`src/rtl/ledsr_pkg.sv`:
```
package ledsr_pkg;
  localparam int WORD_W = 16;

  typedef struct packed {
    logic       psave;
    logic [1:0] det_time;
    logic [1:0] det_cur;
    logic       short_sel;
    logic       blank_mode;
    logic [1:0] stat_sel;
    logic [6:0] bright;
  } ctrl_t;

  localparam logic [WORD_W-1:0] CTRL_DEFAULT = 16'hE67F;
endpackage

```
`src/rtl/ledsr_sync.sv`:
```
module ledsr_sync #(
  parameter int N      = 4,
  parameter int STAGES = 2
) (
  input  logic         clk,
  input  logic         rst,
  input  logic [N-1:0] din,
  output logic [N-1:0] level,
  output logic [N-1:0] rise
);
  logic [N-1:0] chain [STAGES];
  logic [N-1:0] prev;

  always_ff @(posedge clk) begin
    if (rst) begin
      for (int i = 0; i < STAGES; i++) chain[i] <= '0;
      prev <= '0;
    end else begin
      chain[0] <= din;
      for (int i = 1; i < STAGES; i++) chain[i] <= chain[i-1];
      prev <= chain[STAGES-1];
    end
  end

  assign level = chain[STAGES-1];
  assign rise  = chain[STAGES-1] & ~prev;

  a_r2_single_strobe: assert property (@(posedge clk) disable iff (rst)
    (rise != '0) |=> ((rise & $past(rise)) == '0));
endmodule

```
`src/rtl/ledsr_shift.sv`:
```
module ledsr_shift
  import ledsr_pkg::*;
#(
  parameter int W = WORD_W
) (
  input  logic         clk,
  input  logic         rst,
  input  logic         sclk_rise,
  input  logic         lat_rise,
  input  logic         sclk_lvl,
  input  logic         sin,
  input  logic [1:0]   stat_sel,
  input  logic [W-1:0] status_word,
  output logic [W-1:0] sr
);
  localparam int MSB = W - 1;

  logic onoff_wr;
  logic do_reload;

  assign onoff_wr  = lat_rise && !sclk_lvl;
  assign do_reload = onoff_wr && (stat_sel != 2'b00) && !sr[MSB];

  always_ff @(posedge clk) begin
    if (rst) begin
      sr <= '0;
    end else if (do_reload) begin
      sr <= status_word;
    end else if (sclk_rise) begin
      sr <= {sr[MSB-1:0], sin};
    end
  end

  a_r2_lsb_in: assert property (@(posedge clk) disable iff (rst)
    (sclk_rise && !lat_rise) |=> (sr[0] == $past(sin)));
  a_r9_no_reload: assert property (@(posedge clk) disable iff (rst)
    (onoff_wr && !sclk_rise && ((stat_sel == 2'b00) || sr[MSB])) |=> $stable(sr));
  a_r10_ctrl_no_reload: assert property (@(posedge clk) disable iff (rst)
    (lat_rise && sclk_lvl && !sclk_rise) |=> $stable(sr));
endmodule

```
`src/rtl/ledsr_latches.sv`:
```
module ledsr_latches
  import ledsr_pkg::*;
#(
  parameter int W = WORD_W,
  parameter logic [W-1:0] CTRL_INIT = CTRL_DEFAULT
) (
  input  logic         clk,
  input  logic         rst,
  input  logic         lat_rise,
  input  logic         sclk_lvl,
  input  logic         blank_lvl,
  input  logic [W-1:0] sr,
  output logic [W-1:0] onoff_q,
  output ctrl_t        ctrl_q
);
  logic ctrl_locked;

  assign ctrl_locked = !ctrl_q.blank_mode && !blank_lvl;

  always_ff @(posedge clk) begin
    if (rst) begin
      onoff_q <= '0;
    end else if (lat_rise && !sclk_lvl) begin
      onoff_q <= sr;
    end
  end

  always_ff @(posedge clk) begin
    if (rst) begin
      ctrl_q <= ctrl_t'(CTRL_INIT);
    end else if (lat_rise && sclk_lvl && !ctrl_locked) begin
      ctrl_q <= ctrl_t'(sr);
    end
  end

  a_r3_onoff_only_on_write: assert property (@(posedge clk) disable iff (rst)
    !(lat_rise && !sclk_lvl) |=> $stable(onoff_q));
  a_r4_ctrl_untouched_by_onoff: assert property (@(posedge clk) disable iff (rst)
    (lat_rise && !sclk_lvl) |=> $stable(ctrl_q));
  a_r7_ctrl_locked: assert property (@(posedge clk) disable iff (rst)
    (!ctrl_q.blank_mode && !blank_lvl) |=> $stable(ctrl_q));
endmodule

```
`src/rtl/ledsr_frontend.sv`:
```
module ledsr_frontend
  import ledsr_pkg::*;
#(
  parameter int SYNC_STAGES = 2,
  parameter int NARROW_TAP  = 7
) (
  input  logic        clk,
  input  logic        rst,
  input  logic        pin_sclk,
  input  logic        pin_lat,
  input  logic        pin_blank,
  input  logic        pin_sin,
  input  logic [15:0] status_word,
  output logic        sout,
  output logic [15:0] chan_en,
  output logic        psave_en,
  output logic [1:0]  det_time,
  output logic [1:0]  det_cur,
  output logic        short_sel,
  output logic        blank_mode,
  output logic [1:0]  stat_sel,
  output logic [6:0]  brightness
);
  localparam int W       = WORD_W;
  localparam int WIDE_TAP = W - 1;
  localparam int NPINS   = 4;
  localparam int P_SCLK  = 0;
  localparam int P_LAT   = 1;
  localparam int P_BLANK = 2;
  localparam int P_SIN   = 3;

  logic [NPINS-1:0] pin_level, pin_rise;
  logic [W-1:0]     status_q;
  logic [W-1:0]     sr;
  logic [W-1:0]     onoff_q;
  ctrl_t            ctrl_q;
  logic             wide_tap_sel;
  logic             force_off;

  ledsr_sync #(.N(NPINS), .STAGES(SYNC_STAGES)) u_sync (
    .clk   (clk),
    .rst   (rst),
    .din   ({pin_sin, pin_blank, pin_lat, pin_sclk}),
    .level (pin_level),
    .rise  (pin_rise)
  );

  always_ff @(posedge clk) begin
    if (rst) status_q <= '0;
    else     status_q <= status_word;
  end

  ledsr_shift #(.W(W)) u_shift (
    .clk         (clk),
    .rst         (rst),
    .sclk_rise   (pin_rise[P_SCLK]),
    .lat_rise    (pin_rise[P_LAT]),
    .sclk_lvl    (pin_level[P_SCLK]),
    .sin         (pin_level[P_SIN]),
    .stat_sel    (ctrl_q.stat_sel),
    .status_word (status_q),
    .sr          (sr)
  );

  ledsr_latches #(.W(W), .CTRL_INIT(CTRL_DEFAULT)) u_latches (
    .clk       (clk),
    .rst       (rst),
    .lat_rise  (pin_rise[P_LAT]),
    .sclk_lvl  (pin_level[P_SCLK]),
    .blank_lvl (pin_level[P_BLANK]),
    .sr        (sr),
    .onoff_q   (onoff_q),
    .ctrl_q    (ctrl_q)
  );

  assign wide_tap_sel = ctrl_q.blank_mode || pin_level[P_BLANK];
  assign force_off    = ctrl_q.blank_mode && pin_level[P_BLANK];

  always_ff @(posedge clk) begin
    if (rst) begin
      sout    <= 1'b0;
      chan_en <= '0;
    end else begin
      sout    <= wide_tap_sel ? sr[WIDE_TAP] : sr[NARROW_TAP];
      chan_en <= force_off ? '0 : onoff_q;
    end
  end

  assign psave_en   = ctrl_q.psave;
  assign det_time   = ctrl_q.det_time;
  assign det_cur    = ctrl_q.det_cur;
  assign short_sel  = ctrl_q.short_sel;
  assign blank_mode = ctrl_q.blank_mode;
  assign stat_sel   = ctrl_q.stat_sel;
  assign brightness = ctrl_q.bright;

  a_r6_forced_off: assert property (@(posedge clk) disable iff (rst)
    (ctrl_q.blank_mode && pin_level[P_BLANK]) |=> (chan_en == '0));
  a_r6_follow_latch: assert property (@(posedge clk) disable iff (rst)
    (!pin_level[P_BLANK] && $stable(onoff_q)) |=> (chan_en == $past(onoff_q)));
endmodule

```
`config.mk`:
```
export PLATFORM = sky130hd
export DESIGN_NAME = ledsr_frontend
export DESIGN_NICKNAME = d
export VERILOG_FILES = /design/src/rtl/ledsr_pkg.sv /design/src/rtl/ledsr_sync.sv /design/src/rtl/ledsr_shift.sv /design/src/rtl/ledsr_latches.sv /design/src/rtl/ledsr_frontend.sv
export SDC_FILE = /design/constraint.sdc
export NUM_CORES = 1
export LEC_CHECK = 0
export ABC_AREA = 1
export BUFFER_PORTS_ARGS = -buffer_cell sky130_fd_sc_hd__buf_2
export CORE_ASPECT_RATIO = 0.6
export CORE_UTILIZATION = 45
export CTS_CLUSTER_DIAMETER = 120
export DETAILED_ROUTE_END_ITERATION = 12
export GPL_TIMING_DRIVEN = 1
export PLACE_DENSITY = 0.76
export SYNTH_ARGS = -nofsm -noshare
export SYNTH_HDL_FRONTEND = slang
export SYNTH_SLANG_ARGS = --single-unit
```
`constraint.sdc`:
```
create_clock -name clk -period 1.2 [get_ports clk]
set_input_delay 0.12 -clock clk [delete_from_list [all_inputs] [get_ports clk]]
set_output_delay 0.12 -clock clk [all_outputs]
set_load 0.05 [all_outputs]
```
==> impl_metrics.xml, run 1 <==
<?xml version="1.0" encoding="UTF-8"?>
<metrics>
  <group name="worst_setup_path">
    <metric name="rr_startpoint" unit="">u_sync.prev[1]$_SDFF_PP0_</metric>
    <metric name="timing.reg2reg.worst_path_depth" unit="">9</metric>
    <metric name="cp-end-kind" unit="">flip-flop</metric>
    <metric name="critical_path.most_common_cell" unit="">nand2_1</metric>
    <metric name="worst_r2r_endpoint" unit="">u_shift.sr[14]$_SDFFE_PP0P_</metric>
    <metric name="regToRegSetupSlack" unit="ps">-10</metric>
    <metric name="worst-path-max-fanout" unit="">12</metric>
    <metric name="timing.setup.critical_path_class" unit="">flip-flop to flip-flop</metric>
    <metric name="crit_chain" unit="">inv_2 -&gt; nand2_4 -&gt; nor2_4 -&gt; buf_6 -&gt; nand2_8 -&gt; buf_8 -&gt; nand2_1 -&gt; nand2_1 -&gt; a21oi_2</metric>
    <metric name="startpoint_class_of_the_critical_path" unit="">flip-flop</metric>
    <metric name="critical_path.slowest_cell" unit="">dfxtp_2</metric>
    <metric name="critPathRequiredTime" unit="ps">1470</metric>
    <metric name="arrival_time_at_the_worst_endpoint" unit="ps">1490</metric>
    <metric name="critPathMaxStageDelay" unit="ps">310</metric>
  </group>
  <group name="detailed_routing">
    <metric name="met3_length" unit="µm">430</metric>
    <metric name="detail_route.first_pass.iterations" unit="">9</metric>
    <metric name="wire_length_on_met2" unit="mm">3.03</metric>
    <metric name="routed_metal_1_wire_length" unit="mm">3.42</metric>
    <metric name="drc_errors" unit="">8</metric>
    <metric name="vias_per_cell" unit="">4.71</metric>
    <metric name="wl_per_cell" unit="µm">12.1</metric>
    <metric name="routed.top_layer" unit="">met4</metric>
    <metric name="via_count" unit="">2694</metric>
    <metric name="first_drt_iteration_drcs" unit="">135</metric>
    <metric name="finalWirelength" unit="mm">6.93</metric>
    <metric name="route.antenna.remaining_nets" unit="">0</metric>
  </group>
  <group name="worst_hold_path">
    <metric name="hold_path_startpoint" unit="">rst</metric>
    <metric name="timing.hold.worst_endpoint" unit="">u_latches.ctrl_q[4]$_SDFFE_PP1P_</metric>
    <metric name="timing.hold.worst.class" unit="">primary input to flip-flop</metric>
    <metric name="min_delay_path_depth" unit="">3</metric>
  </group>
  <group name="cells_and_area">
    <metric name="total_nets_final" unit="">502</metric>
    <metric name="post-route-util" unit="%">63.2</metric>
    <metric name="layout_common_cells" unit="">dfxtp_1 (85), nand2_1 (67), nor2_1 (55)</metric>
    <metric name="n_fill_cell" unit="">593</metric>
    <metric name="post_layout_nonfiller_instances" unit="">572</metric>
    <metric name="multi_input_combinational_cell_area" unit="mm²">0.00112</metric>
    <metric name="seqCellArea" unit="mm²">0.00184</metric>
    <metric name="post_route_cells_drive_above_1_share" unit="%">24.5</metric>
    <metric name="mostFrequentLayoutCell" unit="">dfxtp_1</metric>
    <metric name="layout-area-overhead-vs-synth" unit="%">33.6</metric>
    <metric name="antenna_cells_inserted" unit="">0</metric>
    <metric name="stdcell_area" unit="mm²">0.00429</metric>
  </group>
  <group name="cts">
    <metric name="cts.root.buffer_cell" unit="">clkbuf_16</metric>
    <metric name="clock_latency" unit="ps">340</metric>
    <metric name="clock_tree_from_tritoncts" unit="">done</metric>
    <metric name="clk_pin_slew" unit="ps">60</metric>
    <metric name="cts.sinks" unit="">91</metric>
    <metric name="cts_buffer_depth" unit="">2</metric>
    <metric name="cts.htree.levels" unit="">3</metric>
    <metric name="cts-buffers-inserted" unit="">9</metric>
  </group>
  <group name="sta">
    <metric name="final_worst_path_period_share" unit="%">101</metric>
    <metric name="setup_slack" unit="ps">-14.8</metric>
    <metric name="setup_repair_after_global_routing_missed_its_margin" unit="">true</metric>
    <metric name="final.min_clock_period" unit="ps">1210</metric>
    <metric name="final-max-slew-violation-count" unit="">0</metric>
    <metric name="fin_worst_skew" unit="ps">5.06</metric>
    <metric name="setup_violations" unit="">4</metric>
    <metric name="fmax" unit="MHz">823</metric>
    <metric name="worst-slew-pin-transition" unit="ps">425</metric>
    <metric name="hold_violations" unit="">0</metric>
    <metric name="timing.max_slew.rel_slack" unit="%">71.7</metric>
  </group>
  <group name="global_routing">
    <metric name="grt_max_degree" unit="">42</metric>
    <metric name="grt_antenna_before_repair" unit="">0</metric>
    <metric name="groute.usage.overall" unit="%">19.5</metric>
    <metric name="first_pass_grt_wire_length" unit="mm">11.0</metric>
    <metric name="number_of_global_route_vias_before_repair" unit="">2437</metric>
    <metric name="grt_overflow_total" unit="">0</metric>
  </group>
  <group name="power_and_ir_drop">
    <metric name="power.density_cell_area" unit="mW/mm²">1450</metric>
    <metric name="power_leakage" unit="nW">1.96</metric>
    <metric name="finalPower" unit="mW">6.25</metric>
    <metric name="power.ir.vdd_worst" unit="mV">0.852</metric>
  </group>
  <group name="logic_synthesis">
    <metric name="yosys.cell_types.count" unit="">19</metric>
    <metric name="syn_avg_cell_area" unit="µm²">8.16</metric>
    <metric name="synth.yosys.warnings" unit="">0</metric>
    <metric name="gate_count_post_synth" unit="">394</metric>
    <metric name="synth.yosys.seq_area_share" unit="%">56.7</metric>
    <metric name="number_of_register_bits_inferred_by_synthesis" unit="">91</metric>
    <metric name="synthesis.nets" unit="">416</metric>
    <metric name="synth_area" unit="mm²">0.00321</metric>
  </group>
  <group name="placed_design">
    <metric name="port-buffer-count" unit="">54</metric>
    <metric name="post-place-cells" unit="">526</metric>
    <metric name="gp_congestion" unit="">0.834</metric>
    <metric name="place_area" unit="mm²">0.00357</metric>
    <metric name="dp.final_hpwl" unit="mm">4.39</metric>
    <metric name="dp_slack" unit="ps">-71.5</metric>
  </group>
  <group name="run">
    <metric name="drv.max_cap_violation_count" unit="">0</metric>
  </group>
  <group name="run_status">
    <metric name="status" unit="">finished with violations</metric>
    <metric name="violated_checks" unit="">DRC, setup timing</metric>
  </group>
  <group name="floorplanning">
    <metric name="core_area" unit="mm²">0.00679</metric>
    <metric name="die_width" unit="µm">111</metric>
    <metric name="pin_count" unit="">55</metric>
    <metric name="die_area" unit="mm²">0.00750</metric>
    <metric name="initial_core_utilization" unit="%">47.3</metric>
    <metric name="floorplan.die.height" unit="µm">67.5</metric>
    <metric name="placementRows" unit="">23</metric>
  </group>
</metrics>
==> layout make-up <==
type                    count  area share [%]
well taps                  87            2.53
multi-input cells         230            26.1
clock inverters             1           0.117
repair buffers             97            17.1
flip-flops and latches     91            42.8
inverters                  51            4.78
clock buffers              15            6.50
==> worst max path at each step <==
stage | depth (start not counted) | endpoint | start
2_1_floorplan | 7 | u_shift.sr[11]$_SDFFE_PP0P_ | u_latches.ctrl_q[8]$_SDFFE_PP0P_
3_3_place_gp | 6 | u_latches.onoff_q[0]$_SDFFE_PP0P_ | u_sync.prev[1]$_SDFF_PP0_
3_5_place_dp | 7 | u_shift.sr[10]$_SDFFE_PP0P_ | u_sync.chain[0][4]$_SDFF_PP0_
4_1_cts | 8 | u_shift.sr[2]$_SDFFE_PP0P_ | u_sync.prev[1]$_SDFF_PP0_
5_1_grt | 9 | u_shift.sr[14]$_SDFFE_PP0P_ | u_sync.prev[1]$_SDFF_PP0_
6_report | 9 | u_shift.sr[14]$_SDFFE_PP0P_ | u_sync.prev[1]$_SDFF_PP0_
==> per-stage QoR <==
step	TNS (ps)	hold WS [ps]
3_5_place_dp	-1030	326
2_1_floorplan	-138	227
5_1_grt	-1200	112
3_3_place_gp	-440	322
6_report	-25.7	102
4_1_cts	-13.0	96.8
==> cell usage after synthesis (all sizes together) <==
| cell | n | area share [%] |
|---|---|---|
| o21ai | 21 | 3.3 |
| o211ai | 1 | 0.23 |
| dfxtp | 91 | 57 |
| buf | 16 | 4.0 |
| nand3b | 15 | 3.5 |
| clkbuf | 6 | 0.70 |
| nand2 | 74 | 8.7 |
| a21oi | 30 | 4.7 |
| nor2 | 60 | 7.6 |
| nand3 | 29 | 4.7 |
| inv | 51 | 6.0 |
==> where the power goes <==
group          switching [mW]  internal [mW]  leakage [nW]  total [mW]
clock network            1.07           1.58         0.139        2.65
registers              0.0325           3.11         0.746        3.14
logic                   0.267          0.189          1.08       0.456
==> critical path, delay by kind of cell, from the launching register on <==
kind / cells / cell delay, ps
compound gates: 1 / 110
buf+inv: 3 / 350
flops: 1 / 310
simple gates: 5 / 360
==> cell families (layout without fill, tap and decap cells) <==
family          after synthesis  after routing  synth area share [%]
buf+inv                      73            164                  10.6
simple gates                178            178                  24.5
compound gates               52             52                  8.17
flops                        91             91                  56.7
==> metal layers <==
layer | vias to the layer above | global-route usage, %
met5 | - | 0
met4 | 0 | 6.42
met3 | 6 | 8.26
met2 | 74 | 31.1
met1 | 1222 | 24.2
li1 | 1392 | -
==> what timing repair did <==
action / 4_1_cts / 5_1_grt
resized for setup: 11 / 30
hold buffers: 20 / 0
pin swaps: 1 / 4
setup endpoints to repair: 31 / 43
endpoints found under the hold margin: 20 / 0
buffers inserted: 3 / 5
cloned: 0 / 2
==> state kept, by name (all words and copies together) (netlist names) <==
| name | flops |
|---|---|
| u_sync.prev | 2 |
| u_sync.chain | 8 |
| u_latches.ctrl_q | 16 |
| status_q | 16 |
| chan_en | 16 |
| u_shift.sr | 16 |
| u_latches.onoff_q | 16 |
| sout | 1 |
No activity file was read; power rests on OpenSTA's default activity.
==> run 2: changes to the inputs <==
Settings changed: CORE_UTILIZATION 45 to 35, PLACE_DENSITY 0.76 to 0.64.
==> run 2 against run 1 <==
Compared with the run above: the flow finishes with violations (setup timing); worst hold slack worse by 2.6 ps; count of clock-buffer cells in the layout is 5 lower; critical path depth is 2 lower; sequential power hardly changed; core utilization is 15 points lower; non-clock buffer count is 7 lower; critical endpoint is now u_shift.sr[11]$_SDFFE_PP0P_.
==> impl_metrics.xml, run 2 (synthesized netlist as in run 1, its figures left out) <==
<?xml version="1.0" encoding="UTF-8"?>
<metrics>
  <group name="run_status">
    <metric name="status" unit="">finished with violations</metric>
    <metric name="violated_checks" unit="">setup timing</metric>
  </group>
  <group name="global_routing">
    <metric name="grt_antenna_before_repair" unit="">0</metric>
    <metric name="groute.usage.overall" unit="%">15.3</metric>
    <metric name="first_pass_grt_wire_length" unit="mm">11.5</metric>
    <metric name="grt_max_degree" unit="">42</metric>
    <metric name="grt_overflow_total" unit="">0</metric>
    <metric name="number_of_global_route_vias_before_repair" unit="">2555</metric>
  </group>
  <group name="sta">
    <metric name="fin_hold_ws" unit="ps">99.4</metric>
    <metric name="setup_violations" unit="">1</metric>
    <metric name="final.min_clock_period" unit="ps">1210</metric>
    <metric name="timing.max_slew.rel_slack" unit="%">70.9</metric>
    <metric name="final_worst_path_period_share" unit="%">101</metric>
    <metric name="fmax" unit="MHz">824</metric>
    <metric name="hold_violations" unit="">0</metric>
    <metric name="final-max-slew-violation-count" unit="">0</metric>
    <metric name="worst-slew-pin-transition" unit="ps">436</metric>
    <metric name="setup_repair_after_global_routing_missed_its_margin" unit="">true</metric>
    <metric name="fin_worst_skew" unit="ps">8.68</metric>
    <metric name="setup_slack" unit="ps">-13.9</metric>
  </group>
  <group name="placed_design">
    <metric name="gp_congestion" unit="">0.783</metric>
    <metric name="place_area" unit="mm²">0.00359</metric>
    <metric name="dp.final_hpwl" unit="mm">4.67</metric>
    <metric name="port-buffer-count" unit="">54</metric>
  </group>
  <group name="worst_hold_path">
    <metric name="hold_path_startpoint" unit="">rst</metric>
    <metric name="timing.hold.worst.class" unit="">primary input to flip-flop</metric>
    <metric name="timing.hold.worst_endpoint" unit="">u_latches.ctrl_q[1]$_SDFFE_PP1P_</metric>
    <metric name="min_delay_path_depth" unit="">3</metric>
  </group>
  <group name="worst_setup_path">
    <metric name="critical_path.most_common_cell" unit="">nand2_4</metric>
    <metric name="path_delay_family" unit="">simple AND/OR/NAND/NOR gates</metric>
    <metric name="worst-path-max-fanout" unit="">8</metric>
    <metric name="arrival_time_at_the_worst_endpoint" unit="ps">1430</metric>
    <metric name="critical_path.slowest_cell" unit="">dfxtp_2</metric>
    <metric name="cp-end-kind" unit="">flip-flop</metric>
    <metric name="crit_chain" unit="">inv_2 -&gt; nand2_4 -&gt; nor2_4 -&gt; nand2_4 -&gt; buf_2 -&gt; nand3_1 -&gt; a21oi_2</metric>
    <metric name="worst_r2r_endpoint" unit="">u_shift.sr[11]$_SDFFE_PP0P_</metric>
    <metric name="timing.setup.critical_path_class" unit="">flip-flop to flip-flop</metric>
    <metric name="critPathRequiredTime" unit="ps">1410</metric>
    <metric name="startpoint_class_of_the_critical_path" unit="">flip-flop</metric>
    <metric name="path_buf_inv" unit="">2</metric>
    <metric name="critPathMaxStageDelay" unit="ps">320</metric>
    <metric name="rr_startpoint" unit="">u_sync.prev[1]$_SDFF_PP0_</metric>
    <metric name="regToRegSetupSlack" unit="ps">-10</metric>
    <metric name="timing.reg2reg.worst_path_depth" unit="">7</metric>
  </group>
  <group name="cells_and_area">
    <metric name="stdcell_area" unit="mm²">0.00424</metric>
    <metric name="total_nets_final" unit="">495</metric>
    <metric name="layout-area-overhead-vs-synth" unit="%">32.0</metric>
    <metric name="post_route_cells_drive_above_1_share" unit="%">23.2</metric>
    <metric name="antenna_cells_inserted" unit="">0</metric>
    <metric name="layout_common_cells" unit="">dfxtp_1 (85), nand2_1 (70), nor2_1 (55), buf_2 (55), inv_1 (44)</metric>
    <metric name="mostFrequentLayoutCell" unit="">dfxtp_1</metric>
    <metric name="n_fill_cell" unit="">859</metric>
    <metric name="post-route-util" unit="%">48.7</metric>
  </group>
  <group name="cts">
    <metric name="cts.root.buffer_cell" unit="">clkbuf_16</metric>
    <metric name="cts_buffer_depth" unit="">2</metric>
    <metric name="clock_latency" unit="ps">340</metric>
    <metric name="cts.htree.levels" unit="">3</metric>
    <metric name="cts-buffers-inserted" unit="">9</metric>
    <metric name="clock_tree_from_tritoncts" unit="">done</metric>
    <metric name="clk_pin_slew" unit="ps">70</metric>
    <metric name="cts.sinks" unit="">91</metric>
  </group>
  <group name="floorplanning">
    <metric name="pin_count" unit="">55</metric>
    <metric name="die_width" unit="µm">126</metric>
    <metric name="die_area" unit="mm²">0.00958</metric>
    <metric name="core_area" unit="mm²">0.00872</metric>
    <metric name="initial_core_utilization" unit="%">36.9</metric>
    <metric name="placementRows" unit="">26</metric>
    <metric name="floorplan.die.height" unit="µm">76.2</metric>
  </group>
  <group name="power_and_ir_drop">
    <metric name="finalPower" unit="mW">6.59</metric>
    <metric name="power.ir.vdd_worst" unit="mV">0.772</metric>
    <metric name="power_leakage" unit="nW">1.94</metric>
    <metric name="power.density_cell_area" unit="mW/mm²">1550</metric>
  </group>
  <group name="detailed_routing">
    <metric name="route.antenna.remaining_nets" unit="">0</metric>
    <metric name="via_count" unit="">2687</metric>
    <metric name="detail_route.first_pass.iterations" unit="">4</metric>
    <metric name="finalWirelength" unit="mm">6.97</metric>
    <metric name="first_drt_iteration_drcs" unit="">134</metric>
    <metric name="drc_errors" unit="">0</metric>
    <metric name="wl_per_cell" unit="µm">11.8</metric>
    <metric name="vias_per_cell" unit="">4.55</metric>
  </group>
  <group name="run">
    <metric name="drv.max_cap_violation_count" unit="">0</metric>
  </group>
</metrics>
## run 2: power by group
part           internal, mW  switching (mW)  leakage, nW
logic                 0.168           0.259         1.03
registers              3.11          0.0324        0.746
clock network          1.88            1.14        0.159
## run 2: worst max-delay path by stage
stage,from,endpoint,cells past startpoint
finish,u_sync.prev[1]$_SDFF_PP0_,u_shift.sr[11]$_SDFFE_PP0P_,7
global route,u_sync.prev[1]$_SDFF_PP0_,u_shift.sr[5]$_SDFFE_PP0P_,8
CTS,u_sync.prev[1]$_SDFF_PP0_,u_latches.onoff_q[5]$_SDFFE_PP0P_,6
detailed placement,u_sync.chain[0][4]$_SDFF_PP0_,u_shift.sr[10]$_SDFFE_PP0P_,7
global placement,u_sync.chain[0][5]$_SDFF_PP0_,u_shift.sr[4]$_SDFFE_PP0P_,6
floorplan,u_latches.ctrl_q[8]$_SDFFE_PP0P_,u_shift.sr[11]$_SDFFE_PP0P_,7
## run 2: worst reg2reg max path: cells and delay by family, from the launching register on
family / cells / cell delay (ps)
simple gates: 4 / 480
compound gates: 1 / 60
buf+inv: 2 / 240
flops: 1 / 320
## run 2: final cells by class
type,count,area (µm²),share of cell area (%)
Multi-Input combinational cell,230,1100,25.9
Sequential cell,91,1840,43.3
Tap cell,112,140,3.30
Timing Repair Buffer,90,637,15.0
Inverter,51,200,4.72
Clock inverter,6,87.6,2.06
Clock buffer,10,239,5.63
## run 2: stage by stage
stage | instances | TNS, ps | setup slack [ps]
final | 590 | -13.9 | -13.9
after global routing | 590 | -969 | -77.4
after CTS | 588 | -14.9 | -8.17
after detailed placement | 549 | -231 | -64.9
after global placement | 549 | -7.85 | -4.60
after floorplan | 394 | -138 | -13.8
## run 2: timing repair
action | CTS | global route
cloned | 0 | 2
endpoints found under the setup margin | 18 | 46
setup buffers | 3 | 0
hold endpoints to repair | 20 | 0
gates resized for setup | 4 | 26
pin swaps | 0 | 3
hold buffers | 20 | 0
## run 2: layer usage
metal / track usage (%) / wire length (µm) / up-vias / part of all wire, %
met3: 5.27 / 320 / 8 / 4.6
met1: 19.9 / 3470 / 1249 / 50
li1: - / - / 1382 / -
met5: 0 / 0 / - / 0
met4: 6.46 / 95 / 0 / 1.4
met2: 23.0 / 3080 / 48 / 44
